**src/rtl/seg_addr_gen.sv**
```systemverilog
module seg_addr_gen #(
  parameter int SEG_W = 16,
  parameter int OFF_W = 16,
  parameter int SHIFT = 4,
  parameter logic [SEG_W-1:0] CODE_RST = '1
) (
  input  logic                   clk,
  input  logic                   rst_n,
  input  logic                   req_valid,
  input  logic                   req_use_imm,
  input  logic [1:0]             req_sel,
  input  logic [SEG_W-1:0]       req_imm_seg,
  input  logic [OFF_W-1:0]       req_off,
  input  logic                   wr_en,
  input  logic [1:0]             wr_sel,
  input  logic [SEG_W-1:0]       wr_data,
  output logic                   addr_valid,
  output logic [SEG_W+SHIFT-1:0] addr
);
  localparam int ADDR_W = SEG_W + SHIFT;
  localparam int NSEG = 4;
  localparam int CODE_IDX = 1;

  logic [NSEG-1:0][SEG_W-1:0] seg_q;
  logic                       valid_q;
  logic [ADDR_W-1:0]          addr_q;

  wire              far_ld  = req_valid && req_use_imm;
  wire              bypass  = wr_en && (wr_sel == req_sel);
  wire [SEG_W-1:0]  seg_eff = req_use_imm ? req_imm_seg :
                              bypass      ? wr_data     : seg_q[req_sel];
  wire [ADDR_W-1:0] sum     = {seg_eff, {SHIFT{1'b0}}} + ADDR_W'(req_off);

  always_ff @(posedge clk) begin
    for (int g = 0; g < NSEG; g++) begin
      if (!rst_n)
        seg_q[g] <= (g == CODE_IDX) ? CODE_RST : '0;
      else if (far_ld && g == CODE_IDX)
        seg_q[g] <= req_imm_seg;
      else if (wr_en && wr_sel == 2'(g))
        seg_q[g] <= wr_data;
    end
  end

  always_ff @(posedge clk) begin
    if (!rst_n) begin
      valid_q <= 1'b0;
      addr_q  <= '0;
    end else begin
      valid_q <= req_valid;
      if (req_valid) addr_q <= sum;
    end
  end

  assign addr_valid = valid_q;
  assign addr       = addr_q;
endmodule

```
**config.mk**
```make
export PLATFORM = sky130hd
export DESIGN_NAME = seg_addr_gen
export DESIGN_NICKNAME = d
export VERILOG_FILES = /design/src/rtl/seg_addr_gen.sv
export SDC_FILE = /design/constraint.sdc
export NUM_CORES = 1
export LEC_CHECK = 0
export ABC_AREA = 1
export BUFFER_PORTS_ARGS = -buffer_cell sky130_fd_sc_hd__buf_2
export CAP_MARGIN = 10
export CORE_MARGIN = 5
export CORE_UTILIZATION = 61
export CTS_CLUSTER_SIZE = 20
export DETAILED_ROUTE_END_ITERATION = 10
export GPL_TIMING_DRIVEN = 1
export PLACE_DENSITY = 0.85
export SETUP_SLACK_MARGIN = 0.15
export SYNTH_ARGS = -nofsm -noshare
export SYNTH_HDL_FRONTEND = slang
export SYNTH_SLANG_ARGS = --single-unit
```
**constraint.sdc**
```tcl
create_clock -name clk -period 4.25 [get_ports clk]
set_input_delay 0.425 -clock clk [delete_from_list [all_inputs] [get_ports clk]]
set_output_delay 0.425 -clock clk [all_outputs]
set_load 0.03 [all_outputs]
```
==> Yosys cells after proc, flatten, opt, wreduce, memory -nomap -nowiden <==
Cells that the tools add are included.
{ "word_totals": {"ff_bits": 85, "in_bits": 57, "out_inout_bits": 21, "word_cells": 26} }
{ "op_classes": {"addsub": 1, "n_lt_le_gt_ge": 1, "eq_ne": 4, "mux": 6, "reduce_logical": 8} }
{ "op_table": {"columns": ["op", "count"], "rows": [
  ["two-way mux 16 bit", 5],
  ["binary-select mux 16 bit (select 2 bit)", 1],
  ["adder 20 x 16 -> 20 bit", 1],
  ["logical AND 1 bit", 6],
  ["== test 2 bit, second input constant", 2],
  ["less-than comparator 2 x 3 -> 1 bit, second input constant", 1],
  ["== test 2 x 1 -> 1 bit, second input constant", 1],
  ["== test 2 bit", 1],
  ["logical NOT 2 bit", 1],
  ["nonzero test 2 bit", 1]
]} }

==> Longest topological paths before layout <==
{ "depth": {"depth_word": 5, "ltp_mapped": 25} }

==> Least setup slack after synthesis <==
No wires, ideal clock.
{ "synth_timing": {"kind": "input-to-reg", "from": "input port req_sel[1]", "to": "register addr_q[14] (netlist: addr[14])", "setup_ns": 0.109, "arrival_time_ns": 2.792, "t_required_ns": 4.141, "setup_slack_ns": 1.349, "cell_stages": 22, "n_path_buf": 3, "cell_sequence": "buf_6 > inv_6 > nand2_4 > nand2_4 > nor2_8 > nand2_4 > buf_8 > buf_2 > o221ai_1 > o211ai_1 > o21ai_1 > ha_1 > fa_1 > nand3_1 > nand2_1 > a21oi_1 > o21ai_0 > nand2_1 > a21o_1 > nand3_1 > nand2_1 > inv_1"} }
{ "synth_between": {"elab_chain_len": 5, "word_cells_on_any_way": 7, "cone_classes": "1 x add/sub; 1 x eq/ne; 4 x mux; 1 x reduce/logical"} }
{ "synth_lines": {"columns": ["element", "line", "text"], "rows": [
  ["start, declared", "11", "input logic [1:0] req_sel,"],
  ["binary-select mux 16 bit (select 2 bit) / == test 2 bit (equally long branches)", "31, 29", null],
  ["two-way mux 16 bit (not written as such) / logical AND 1 bit (equally long branches)", "31, 29", null],
  ["two-way mux 16 bit *", "31", "bypass ? wr_data : seg_q[req_sel];"],
  ["two-way mux 16 bit *", "30", "wire [SEG_W-1:0] seg_eff = req_use_imm ? req_imm_seg :"],
  ["adder 20 x 16 -> 20 bit *", "32", "wire [ADDR_W-1:0] sum = {seg_eff, {SHIFT{1'b0}}} + ADDR_W'(req_off);"],
  ["end signal, assigned", "51", "if (req_valid) addr_q <= sum;"],
  ["end, declared", "26", "logic [ADDR_W-1:0] addr_q;"]
]} }
Mark *: on every way between the ends. The rest lies on a longest branch, timed or not. The select of a mux whose other input is x is not followed.
A chain may end at the register's enable or synchronous reset.

==> Worst setup path after layout <==
{ "layout_timing": {"from": "input port req_sel[1]", "to": "register addr_q[12] (netlist: addr[12])"} }
The elaborated chain is that of the path after synthesis.

==> flow_metrics.py <==
metrics = {
    "global_route": {
        "antenna_found_initial": 0,
        "grt_max_degree": 59,
        "grt_pass1_wl_mm": 21.0,
        "gr-total-overflow": 0,
        "grt_pass1_vias": 4506,
        "grtUsageTotal_pct": 25.9,
    },
    "cells_and_area": {
        "nFillCells": 652,
        "drive_gt1_share_pct": 16.0,
        "final_nets": 817,
        "syn2layout_area_growth_pct": 12.0,
        "instances_no_fill": 853,
        "diodes": 0,
        "post-route-util_pct": 69.0,
        "layout_commonest_cell": "nor2_1",
        "final_cell_mix": "nor2_1, nand2_1, o21ai_0",
    },
    "sta": {
        "finalCriticalPeriod_ns": 3.06,
        "hold_ws_ns": 0.294,
        "max_freq_mhz": 327,
        "finalHoldViolations": 0,
        "finalSetupViolCount": 0,
        "relSlewSlack_pct": 31.1,
        "worst_slew_pin_slew_ns": 1.03,
        "finalClockSkew_ns": 0.00967,
        "tns_ns": 0,
        "report.final.slew_viol_count": 0,
        "grt_setup_unrepaired": "false",
        "min_period_over_period_pct": 71.9,
    },
    "critical_path": {
        "cp.required_ns": 4.50,
        "crit_fanout": 29,
        "worstSetupStartpointType": "input port",
        "cp-end-kind": "flip-flop",
        "arrival_ns": 3.30,
        "crit_type": "in2reg",
        "reg2regPathDepth": 14,
    },
    "power": {
        "power_leakage_uw": 0.00254,
        "power.density_mw_per_mm2": 364,
        "ir_drop_mv": 0.244,
    },
    "hold_path": {
        "min_path_type": "in2reg",
        "hold_depth": 3,
    },
    "logic_synthesis": {
        "syn_area_mm2": 0.00469,
        "synth_flop_cell": "dfxtp_1",
        "syn_area_per_cell_um2": 6.78,
        "synth-edff-count": 0,
        "ys_seq_area_share_pct": 36.3,
        "ys_warn_count": 0,
        "ys_types": 34,
        "synth_cells": 691,
        "async_reset_ff_share_pct": 0,
        "syn-num-nets": 762,
        "ys_ff_latch": 85,
    },
    "drt": {
        "drt-initial-drc-count": 460,
        "drc_errors": 0,
        "wl_per_cell_um": 14.5,
        "vias_per_cell": 5.57,
        "totalWireLength_mm": 12.4,
        "first_pass_iters": 5,
        "vias": 4754,
        "postRouteAntennaNets": 0,
    },
    "placement": {
        "dp_hpwl_mm": 8.89,
        "place_inst": 837,
        "io_buffers": 77,
        "place_congestion": 0.861,
    },
    "clock_network": {
        "root_buffer": "clkbuf_8",
        "ctsResizeCount": 0,
        "cts.path.max_buffers": 2,
        "cts_max_level": 3,
        "cts_tree": "yes",
        "postCtsSetupBuffers": 0,
        "cts_sinks": 85,
        "cts_made_buffers": 9,
        "clk_pin_slew_ns": 0.08,
        "hold_buffers": 0,
        "clock_latency_ns": 0.35,
    },
    "die": {
        "io_pins": 78,
        "die_width_um": 97.6,
        "start_util_pct": 61.6,
        "placementRows": 32,
        "die_height_um": 97.6,
        "die_area_mm2": 0.00953,
        "core-area_mm2": 0.00761,
    },
    "run_status": {
        "status": "completed",
    },
    "job": {
        "drv_cap": 0,
    },
}
## state kept, by name, summed over array words and instances (netlist names)
| name | count |
|---|---|
| addr_valid | 1 |
| seg_q | 64 |
| addr | 20 |
## per-stage QoR
stage | power (uW) | instance area (um2) | worst slack (ns)
CTS | 1910 | 5250 | 1.23
floorplan | 1230 | 4690 | 1.35
global placement | 1340 | 5050 | 1.02
finish | 1910 | 5250 | 1.19
global route | 2010 | 5250 | 0.924
detailed placement | 1360 | 5050 | 0.888
## area by class of cell
| type | instances | area [um2] | share of cell area, % |
|---|---|---|---|
| timing repair buffer | 83 | 430 | 8.20 |
| clock buffer | 12 | 165 | 3.15 |
| inverter | 73 | 279 | 5.32 |
| clock inverter | 4 | 31.3 | 0.596 |
| tap | 102 | 128 | 2.43 |
| sequential | 85 | 1700 | 32.4 |
| multi-input combinational | 494 | 2510 | 47.9 |
## logic make-up after synthesis
logic type	Yosys count	synth area share (%)
flip-flops	85	36.3
XOR/XNOR	9	1.68
adder cells (fa/ha/maj)	14	3.90
AND/OR/NAND/NOR	279	25.5
buffers and inverters	112	10.0
AO/OA/AOI/OAI	192	22.5
## worst max-delay path, stage by stage
cell      delay [ns]
buf_2           0.22
inv_6           0.16
nand2_4         0.06
nand2_4         0.08
nor2_8          0.04
nand2_4         0.25
o221ai_1        0.19
o211ai_1        0.12
o21ai_1         0.11
ha_1            0.24
fa_1            0.40
nand3_1         0.09
nand2_1         0.11
a21oi_1         0.22
o21ai_0         0.18
xnor2_1         0.17
nand2_1         0.06
o211ai_1        0.09
inv_1           0.05
## Yosys cell counts, types with 11 or more instances
| library cell | instances | share of area (%) |
|---|---|---|
| nor2_1 | 116 | 9.3 |
| nand2_1 | 108 | 8.7 |
| o21ai_0 | 108 | 12 |
| dfxtp_1 | 85 | 36 |
| inv_1 | 67 | 5.4 |
| a21oi_1 | 40 | 4.3 |
| nand3_1 | 38 | 4.1 |
| clkbuf_1 | 28 | 2.2 |
| o211ai_1 | 18 | 2.9 |
| ha_1 | 13 | 3.5 |
| o21ai_1 | 11 | 1.2 |
| o221ai_1 | 11 | 2.1 |
## report_power, final
part | total, uW | internal, uW | switching [uW]
Sequential | 882 | 853 | 29.1
Clock | 560 | 262 | 298
Combinational | 468 | 163 | 305
## worst paths after layout
path,to,slack (ns),startpoint
worst min register to register,seg_q[62]$_SDFFE_PN0P_,0.46,seg_q[62]$_SDFFE_PN0P_
worst min-delay path,addr[2]$_SDFFE_PN0P_,0.29,req_off[2]
worst max register to register,addr[12]$_SDFFE_PN0P_,1.64,seg_q[0]$_SDFFE_PN0P_
worst max-delay path,addr[12]$_SDFFE_PN0P_,1.19,req_sel[1]
## metal layers
metal / GRT usage (%) / part of all wire, % / vias to the layer above
li1: - / - / 2382
met1: 35.8 / 46 / 2123
met2: 40.8 / 45 / 228
met3: 5.46 / 8.3 / 21
met4: 7.77 / 1.4 / 0
met5: 0 / 0 / -
(Power assumes the default switching activity.)
